--- config.mk ---
export PLATFORM = sky130hd
export DESIGN_NAME = shadow_bank
export DESIGN_NICKNAME = d
export VERILOG_FILES = /design/src/rtl/shadow_bank_pkg.sv /design/src/rtl/shadow_ctrl.sv /design/src/rtl/shadow_win.sv /design/src/rtl/shadow_bank.sv
export SDC_FILE = /design/constraint.sdc
export NUM_CORES = 1
export LEC_CHECK = 0
export ABC_AREA = 1
export BUFFER_PORTS_ARGS = -buffer_cell sky130_fd_sc_hd__buf_2
export CAP_MARGIN = 25
export CORE_UTILIZATION = 59
export DETAILED_ROUTE_END_ITERATION = 6
export PLACE_DENSITY = 0.79
export SETUP_SLACK_MARGIN = 0.15
export SLEW_MARGIN = 20
export SYNTH_ARGS = -nofsm -noshare
export SYNTH_HDL_FRONTEND = slang
export SYNTH_SLANG_ARGS = --single-unit
export TNS_END_PERCENT = 10
--- constraint.sdc ---
create_clock -name clk_i -period 4.5 [get_ports clk_i]
set_clock_uncertainty 0.2 [all_clocks]
set_input_delay 0.9 -clock clk_i [delete_from_list [all_inputs] [get_ports clk_i]]
set_output_delay 0.9 -clock clk_i [all_outputs]
set_load 0.01 [all_outputs]
--- src/rtl/shadow_bank_pkg.sv ---
package shadow_bank_pkg;
  localparam int unsigned CTRL_REQ_BIT  = 0;
  localparam int unsigned CTRL_SRST_BIT = 1;
  localparam int unsigned CTRL_PROT_LSB = 8;

  function automatic int unsigned idx_w(input int unsigned n);
    return (n > 1) ? $clog2(n) : 1;
  endfunction
endpackage

--- src/rtl/shadow_ctrl.sv ---
module shadow_ctrl
  import shadow_bank_pkg::*;
#(
  parameter int unsigned NUM_WIN = 2,
  parameter int unsigned DATA_W  = 32
) (
  input  logic               clk_i,
  input  logic               rst_ni,
  input  logic               vsync_i,
  input  logic               wr_en_i,
  input  logic [DATA_W-1:0]  wr_data_i,
  output logic               soft_rst_o,
  output logic [NUM_WIN-1:0] commit_o,
  output logic [DATA_W-1:0]  rd_data_o
);
  logic               req_q;
  logic [NUM_WIN-1:0] prot_q;

  assign soft_rst_o = wr_en_i & wr_data_i[CTRL_SRST_BIT];

  // sync uses pre-write request and hold bits
  always_comb begin
    for (int w = 0; w < NUM_WIN; w++) commit_o[w] = vsync_i & req_q & ~prot_q[w];
  end

  always_ff @(posedge clk_i or negedge rst_ni) begin
    if (!rst_ni) begin
      req_q  <= 1'b0;
      prot_q <= '0;
    end else if (soft_rst_o) begin
      req_q  <= 1'b0;
      prot_q <= '0;
    end else begin
      if (wr_en_i && wr_data_i[CTRL_REQ_BIT]) req_q <= 1'b1;
      else if (vsync_i)                        req_q <= 1'b0;
      if (wr_en_i) prot_q <= wr_data_i[CTRL_PROT_LSB +: NUM_WIN];
    end
  end

  always_comb begin
    rd_data_o                          = '0;
    rd_data_o[CTRL_REQ_BIT]            = req_q;
    rd_data_o[CTRL_PROT_LSB +: NUM_WIN] = prot_q;
  end


  req_clear_chk: assert property (@(posedge clk_i) disable iff (!rst_ni)
    (vsync_i && !wr_en_i) |=> !req_q);


  req_hold_chk: assert property (@(posedge clk_i) disable iff (!rst_ni)
    (req_q && !vsync_i && !soft_rst_o) |=> req_q);


  srst_ctrl_chk: assert property (@(posedge clk_i) disable iff (!rst_ni)
    soft_rst_o |=> (!req_q && prot_q == '0));
endmodule

--- src/rtl/shadow_win.sv ---
module shadow_win
  import shadow_bank_pkg::*;
#(
  parameter int unsigned FIELDS = 4,
  parameter int unsigned DATA_W = 32,
  localparam int unsigned FLD_W = idx_w(FIELDS)
) (
  input  logic                     clk_i,
  input  logic                     rst_ni,
  input  logic                     soft_rst_i,
  input  logic                     wr_en_i,
  input  logic [FLD_W-1:0]         wr_field_i,
  input  logic [DATA_W-1:0]        wr_data_i,
  input  logic                     commit_i,
  input  logic [FLD_W-1:0]         rd_field_i,
  input  logic                     rd_active_i,
  output logic [DATA_W-1:0]        rd_data_o,
  output logic [FIELDS*DATA_W-1:0] active_o
);
  logic [FIELDS-1:0][DATA_W-1:0] shadow_q;
  logic [FIELDS-1:0][DATA_W-1:0] active_q;

  always_ff @(posedge clk_i or negedge rst_ni) begin
    if (!rst_ni) begin
      shadow_q <= '0;
      active_q <= '0;
    end else if (soft_rst_i) begin
      shadow_q <= '0;
      active_q <= '0;
    end else begin
      if (wr_en_i) shadow_q[wr_field_i] <= wr_data_i;
      if (commit_i) active_q <= shadow_q;  // old shadow on collision
    end
  end

  assign rd_data_o = rd_active_i ? active_q[rd_field_i] : shadow_q[rd_field_i];
  assign active_o  = active_q;


  shadow_wr_chk: assert property (@(posedge clk_i) disable iff (!rst_ni)
    (wr_en_i && !soft_rst_i) |=> shadow_q[$past(wr_field_i)] == $past(wr_data_i));


  active_idle_chk: assert property (@(posedge clk_i) disable iff (!rst_ni)
    (!commit_i && !soft_rst_i) |=> $stable(active_q));


  commit_copy_chk: assert property (@(posedge clk_i) disable iff (!rst_ni)
    (commit_i && !soft_rst_i) |=> active_q == $past(shadow_q));


  srst_win_chk: assert property (@(posedge clk_i) disable iff (!rst_ni)
    soft_rst_i |=> (active_q == '0 && shadow_q == '0));
endmodule

--- src/rtl/shadow_bank.sv ---
module shadow_bank
  import shadow_bank_pkg::*;
#(
  parameter int unsigned NUM_WIN = 2,
  parameter int unsigned FIELDS  = 4,
  parameter int unsigned DATA_W  = 32,
  localparam int unsigned ADDR_W = $clog2(NUM_WIN*FIELDS + 1),
  localparam int unsigned WIN_DW = FIELDS*DATA_W
) (
  input  logic                      clk_i,
  input  logic                      rst_ni,
  input  logic                      vsync_i,
  input  logic                      wr_en_i,
  input  logic [ADDR_W-1:0]         addr_i,
  input  logic [DATA_W-1:0]         wr_data_i,
  input  logic                      rd_active_i,
  output logic [DATA_W-1:0]         rd_data_o,
  output logic [NUM_WIN*WIN_DW-1:0] active_o,
  output logic [NUM_WIN-1:0]        win_en_o
);
  localparam int unsigned WIN_W = idx_w(NUM_WIN);
  localparam int unsigned FLD_W = idx_w(FIELDS);

  logic [ADDR_W-1:0] idx;
  logic [WIN_W-1:0]  win_sel;
  logic [FLD_W-1:0]  fld_sel;
  logic              fld_hit, ctrl_hit;
  logic              soft_rst;
  logic [NUM_WIN-1:0] commit;
  logic [DATA_W-1:0] ctrl_rd;
  logic [DATA_W-1:0] win_rd [NUM_WIN];

  always_comb begin
    idx      = addr_i - ADDR_W'(1);
    win_sel  = WIN_W'(idx / ADDR_W'(FIELDS));
    fld_sel  = FLD_W'(idx % ADDR_W'(FIELDS));
    ctrl_hit = (addr_i == '0);
    fld_hit  = !ctrl_hit && (addr_i <= ADDR_W'(NUM_WIN*FIELDS));
  end

  shadow_ctrl #(.NUM_WIN(NUM_WIN), .DATA_W(DATA_W)) u_ctrl (
    .clk_i      (clk_i),
    .rst_ni     (rst_ni),
    .vsync_i    (vsync_i),
    .wr_en_i    (wr_en_i && ctrl_hit),
    .wr_data_i  (wr_data_i),
    .soft_rst_o (soft_rst),
    .commit_o   (commit),
    .rd_data_o  (ctrl_rd)
  );

  for (genvar w = 0; w < NUM_WIN; w++) begin : g_win
    shadow_win #(.FIELDS(FIELDS), .DATA_W(DATA_W)) u_win (
      .clk_i       (clk_i),
      .rst_ni      (rst_ni),
      .soft_rst_i  (soft_rst),
      .wr_en_i     (wr_en_i && fld_hit && win_sel == WIN_W'(w)),
      .wr_field_i  (fld_sel),
      .wr_data_i   (wr_data_i),
      .commit_i    (commit[w]),
      .rd_field_i  (fld_sel),
      .rd_active_i (rd_active_i),
      .rd_data_o   (win_rd[w]),
      .active_o    (active_o[w*WIN_DW +: WIN_DW])
    );
    assign win_en_o[w] = active_o[w*WIN_DW];


    held_win_chk: assert property (@(posedge clk_i) disable iff (!rst_ni)
      (ctrl_rd[CTRL_PROT_LSB + w] && !soft_rst) |=> $stable(active_o[w*WIN_DW +: WIN_DW]));
  end

  always_comb begin
    rd_data_o = '0;
    if (ctrl_hit)     rd_data_o = ctrl_rd;
    else if (fld_hit) rd_data_o = win_rd[win_sel];
  end


  no_req_chk: assert property (@(posedge clk_i) disable iff (!rst_ni)
    (vsync_i && !ctrl_rd[CTRL_REQ_BIT] && !soft_rst) |=> $stable(active_o));
endmodule

After elaboration in Yosys (flattened, before gate mapping)
Cells that the tools add are included.
Word-level totals
  bits in registers: 515
  latch bits: 0
  RAM bits: 0
  memory bits (read-only): 0
  input port bits: 41
  logic and storage cells: 78
  memories kept: 0
Operators by class
  $add $sub $neg: 1
  multiply operators: 0
  divide/modulo/power cells: 0
  order comparisons: 4
  equality and inequality tests: 0
  shift-type cells: 0
  muxes and demuxes: 32
  bitwise gates (word level): 8
  reductions and logical operators: 15
Operators by type and width (count)
  128-bit two-way mux: 8
  32-bit two-way mux: 12
  32-bit binary-select mux with 2-bit select: 4
  128-bit bitwise mux: 2
  32-bit demux with 2-bit select: 1
  2-bit nonzero test: 5
  1-bit logical AND: 7
  1-bit bitwise AND: 4
  4-bit less-or-equal comparator (second input constant): 1
  4-bit zero test: 1
  2-bit two-way mux: 2
  2-bit by 3-bit less-than comparator with 1-bit output (second input constant): 1
  1-bit two-way mux: 3
  1-bit inverter: 3
  3-bit nonzero test: 1
  3-bit by 1-bit subtractor with 3-bit output (second input constant): 1
  2-bit by 1-bit >= comparator with 1-bit output (second input constant): 1
  2-bit >= comparator (second input constant): 1
  1-bit inverter with 2-bit output: 1
  1-bit zero test: 1

Logic depth before layout (Yosys ltp)
  depth in word-level cells: 9
  mapped depth: 15

Cells and area by module
A second synthesis with hierarchy kept.
Unflattened totals
  cell total of the unflattened synthesis: 3704
  area total of the unflattened synthesis: 27990.6 sq um
Modules (own cells, without submodules)
  shadow_win: instances 2, cells each 1709, area an instance 13282.7 sq um, seq. area each 6406.1 sq um
  shadow_bank: instances 1, cells each 236, area an instance 1046.0 sq um, seq. area each 0.0 sq um
  shadow_ctrl: instances 1, cells each 50, area an instance 379.1 sq um, seq. area each 75.1 sq um

Worst setup path before layout
OpenSTA, ideal clock, no wires.
  path type: input -> output
  start: input port addr_i[0]
  end: output port rd_data_o[18]
  arrival: 3056 ps
  required time: 3400 ps
  slack: 344 ps
  stages on the path: 13
  cells stage by stage: buf_2 -> inv_2 -> buf_2 -> buf_1 -> ha_1 -> buf_2 -> inv_1 -> buf_2 -> clkbuf_1 -> o211ai_1 -> nand3_1 -> a21oi_1 -> nor2_1
On the way
  longest elaborated chain between the ends: 9
  elaborated cells between the ends (all ways): 21
  those cells by class: add/sub: 1; order compare: 1; mux: 15; bitwise: 1; reduce/logical: 3
Ends and longest elaborated chain
  start, declared: RTL line shadow_bank.sv:14  | input logic [ADDR_W-1:0] addr_i,
  3-bit by 1-bit subtractor with 3-bit output: RTL line shadow_bank.sv:34  | idx = addr_i - ADDR_W'(1);
  32-bit binary-select mux with 2-bit select: RTL line shadow_win.sv:36  | assign rd_data_o = rd_active_i ? active_q[rd_field_i] : shadow_q[rd_field_i];
  32-bit two-way mux (not written as such): RTL line shadow_win.sv:36
  32-bit two-way mux: RTL line shadow_win.sv:36
  32-bit two-way mux (not written as such) (3 in series): RTL line shadow_bank.sv:76  | else if (fld_hit) rd_data_o = win_rd[win_sel];
  32-bit two-way mux: RTL line shadow_bank.sv:76
  32-bit two-way mux (*): RTL line shadow_bank.sv:75  | if (ctrl_hit) rd_data_o = ctrl_rd;
  end, declared: RTL line shadow_bank.sv:17  | output logic [DATA_W-1:0] rd_data_o,
Mark *: on every way between the ends. The rest lies on a longest branch, timed or not. The select of a mux whose other input is x is not followed.

Worst setup path in the final report
  start: input port addr_i[0]
  end: output port rd_data_o[30]
The elaborated chain is that of the path after synthesis.

==> PnR_summary.wiki <==
{| class="wikitable"
! Metric !! Value
|-
| Required time at the worst-slack endpoint || between 3000 and 4000 ps
|-
| Count of clock tree sinks || 515
|-
| Vias in the first global route || roughly 25,000
|-
| Period Utilization, post-route || between 90% and 100%
|-
| Proportion of synthesized chip area in sequential cells || 46.74%
|-
| H-tree lvl count || 2
|-
| Total number of vias || ~26,000
|-
| Max Slew Vio Count || 0
|-
| Remaining design rule violation count || 0
|-
| Number of flip-flops and latches in the synthesized netlist || 515
|-
| Ports || roughly 330
|-
| Area Growth Syn to Fin || 14.63%
|-
| Setup repair after global routing missed its margin || no
|-
| Worst Path Max Fanout || 68
|-
| Source of the worst register-to-register timing path || u_ctrl.req_q$_DFFE_PN0P_
|-
| Cell at the root of the clock tree || sky130_fd_sc_hd__clkbuf_16
|-
| Worst hold slack across all endpoints || between 100 and 150 ps
|-
| Power per Cell Area || between 400 and 500 nW/µm²
|-
| Average size of a mapped cell || 7.180 µm²
|-
| Number of DRC markers after the initial detailed-route iteration || about 2,600
|-
| Residual overflow from global routing || 0
|-
| Leakage component of the power || between 15 and 20 nW
|-
| Clock buffers created by TritonCTS || 54
|-
| Number of max-cap violations || 0
|-
| Met1 Usage GRT || 43.02%
|-
| Number of vias per cell after detailed routing || between 5 and 6
|-
| Yosys cell types || 22
|-
| Min-delay worst type || in -> async
|-
| Global router's overall resource usage || about two fifths
|-
| Commonest non-fill, non-tap cells in the layout || 1,685 x sky130_fd_sc_hd__nand2_1, 532 x sky130_fd_sc_hd__inv_1, 515 x sky130_fd_sc_hd__dfrtp_1
|-
| Overall die width || roughly 220 µm
|-
| Proportion of layout cells with a drive suffix above 1 || roughly 16%
|-
| Count of endpoints failing hold in the final timing report || 0
|-
| Total of endpoints with negative setup slack in the final report || 0
|-
| Area of combinational cells with multiple inputs || ~12,000 µm²
|-
| Commonest non-fill, non-tap cell in the layout || sky130_fd_sc_hd__nand2_1
|-
| Wire length of the first global-routing pass || approximately 140 mm
|-
| WL final || 91.87 mm
|-
| Port Buffer Count || 330
|-
| Post-synthesis cell area || 27,570 µm²
|-
| Met3 track utilization from global routing || between 7 and 8%
|-
| Run status || finished, final reports clean
|-
| Post-route design area || about 32,000 µm²
|-
| Achievable frequency || between 200 and 250 MHz
|-
| Transition time of the tightest slew-check pin || about 1000 ps
|-
| First-pass iteration count of the detailed router || 6
|-
| Placed Instance Area || 29,640 µm²
|-
| Remaining antenna violation count || 0
|-
| Met2 usage in global routing || between 60% and 70%
|-
| Critical path start-end classification || in -> out
|-
| Slew headroom || between 20% and 30%
|-
| Setup crit start kind || input pin
|-
| Sequential Area || 12,890 µm²
|-
| Floorplan Core Area || 45,770 µm²
|-
| Net count of the finished layout || about 4,100
|-
| Number of warning messages in the yosys log || 0
|-
| Row count || a little under 80
|-
| Clock transition at path regs || roughly 60 ps
|-
| Total Neg Setup Slack || 0 ps
|-
| Final total power || around 14 mW
|-
| Number of buffers inserted by hold repair at cts || 0
|-
| Clock Tree Buf Depth || 3
|-
| Most used routing layer in global routing || met2
|-
| Starting density of the core || between 60 and 70%
|-
| Worst VDD drop || around 310 µV
|-
| Buffer count from post-CTS setup fixing || 0
|-
| Flop2flop setup slack || 1590 ps
|-
| Finished Core Util || between 60 and 70%
|-
| Fillcell total || 3,948
|-
| WL/cell || approximately 20 µm
|-
| Global placement routability congestion || around 0.96
|-
| Y dimension of the die || between 200 and 250 µm
|-
| Post-cts sizing count || 0
|-
| Mapped Cells || about 3,800
|-
| Number of antenna violations at the first check in global routing || 13
|-
| Half-perimeter wire length after detailed placement || between 60 and 70 mm
|-
| Arr. time, crit path || roughly 3100 ps
|-
| Clock insertion delay at the later pin of the skew report || between 600 and 700 ps
|-
| Post-layout min period || between 4000 and 5000 ps
|-
| TritonCTS clock tree || done
|-
| Synthesized Nets || 3,886
|-
| Element type at the critical path end || primary output
|-
| Pin count of the biggest net entering global routing || 190
|-
| Logic depth of the worst register-to-register path || 7
|-
| Capturing point of the worst reg2reg path || g_win[1].u_win.active_o[78]$_DFFE_PN0P_
|-
| Die area || roughly 48,000 µm²
|}
stage by stage:
step / cells / setup slack [ps]
after CTS: 4685 / 410.4
final: 4693 / 341.7
after detailed placement: 4586 / 419.8
after floorplan: 3840 / 344.3
after global routing: 4688 / 238.5
after global placement: 4585 / 422.2
area by class of cell:
cell class                      count  share of cell area (%)
Clock inverter                     23                  0.7720
Sequential cell                   515                   40.78
Multi-Input combinational cell   2540                   36.76
Timing Repair Buffer              395                   7.680
Antenna cell                        5                 0.03959
Tap cell                          600                   2.375
Inverter                          539                   6.425
Clock buffer                       76                   5.174
critical path, cell delays in order:
cell	delay [ps]
sky130_fd_sc_hd__buf_8	190
sky130_fd_sc_hd__inv_4	70
sky130_fd_sc_hd__ha_4	290
sky130_fd_sc_hd__buf_4	600
sky130_fd_sc_hd__o211ai_1	190
sky130_fd_sc_hd__nand3_1	120
sky130_fd_sc_hd__nand2_1	90
sky130_fd_sc_hd__nand2_1	70
sky130_fd_sc_hd__nand2_1	50
sky130_fd_sc_hd__nor2_1	260
sky130_fd_sc_hd__buf_2	200
synthesized netlist by cell type:
cell,instances,share of area [%]
sky130_fd_sc_hd__nand3_1,281,5.1
sky130_fd_sc_hd__inv_2,2,0.027
sky130_fd_sc_hd__xnor2_1,1,0.032
sky130_fd_sc_hd__buf_4,2,0.054
sky130_fd_sc_hd__buf_1,23,0.31
sky130_fd_sc_hd__nand3b_1,1,0.027
sky130_fd_sc_hd__nor2_1,77,1.0
sky130_fd_sc_hd__or2_2,14,0.32
sky130_fd_sc_hd__o211ai_1,50,1.4
sky130_fd_sc_hd__clkbuf_1,94,1.3
sky130_fd_sc_hd__ha_1,5,0.23
sky130_fd_sc_hd__clkinv_1,1,0.014
sky130_fd_sc_hd__nor3_1,1,0.018
sky130_fd_sc_hd__dfrtp_1,515,47
sky130_fd_sc_hd__nor2_2,2,0.045
sky130_fd_sc_hd__nand2_1,1686,23
sky130_fd_sc_hd__o21ai_0,240,4.4
sky130_fd_sc_hd__a21oi_1,30,0.54
sky130_fd_sc_hd__mux2_2,137,5.6
sky130_fd_sc_hd__buf_2,127,2.3
sky130_fd_sc_hd__and3_1,15,0.34
sky130_fd_sc_hd__inv_1,536,7.3
sequential cells by signal, summed over array words and instances, names as in the netlist:
name and count:
u_ctrl.req_q 1, g_win.u_win.active_o 256, g_win.u_win.shadow_q 256, u_ctrl.prot_q 2
routing by layer:
layer | wire length (µm) | part of all wire, % | vias up
li1 | - | - | 12104
met1 | 32100 | 35 | 12245
met2 | 45210 | 49 | 1184
met3 | 6671 | 7.3 | 374
met4 | 7802 | 8.5 | 12
met5 | 82 | 0.089 | -
kinds of logic (layout without fill, tap and decap cells):
logic type | after synthesis | count (layout) | synth area share, %
other | 0 | 5 | 0
adder cells (fa/ha/maj) | 5 | 5 | 0.2269
buffers and inverters | 785 | 1033 | 11.29
XOR/XNOR | 1 | 1 | 0.03177
AO/OA/AOI/OAI | 320 | 320 | 6.262
flip-flops | 515 | 515 | 46.74
multiplexers | 137 | 137 | 5.595
AND/OR/NAND/NOR | 2077 | 2077 | 29.85
report_power, final:
| group | internal (mW) | switching [mW] |
|---|---|---|
| Combinational | 1.15 | 1.99 |
| Clock | 2.80 | 1.93 |
| Sequential | 5.53 | 0.746 |
| Total | 9.48 | 4.67 |
worst max-delay path by stage:
stage                     depth (start not counted)  slack [ps]             to       from
final                                            11         340  rd_data_o[30]  addr_i[0]
after global routing                             11         240  rd_data_o[30]  addr_i[0]
after CTS                                        11         410  rd_data_o[30]  addr_i[0]
after detailed placement                         11         420  rd_data_o[30]  addr_i[0]
after global placement                           11         420  rd_data_o[29]  addr_i[0]
after floorplan                                  13         340  rd_data_o[18]  addr_i[0]
Power figures use the tool's default switching activity.
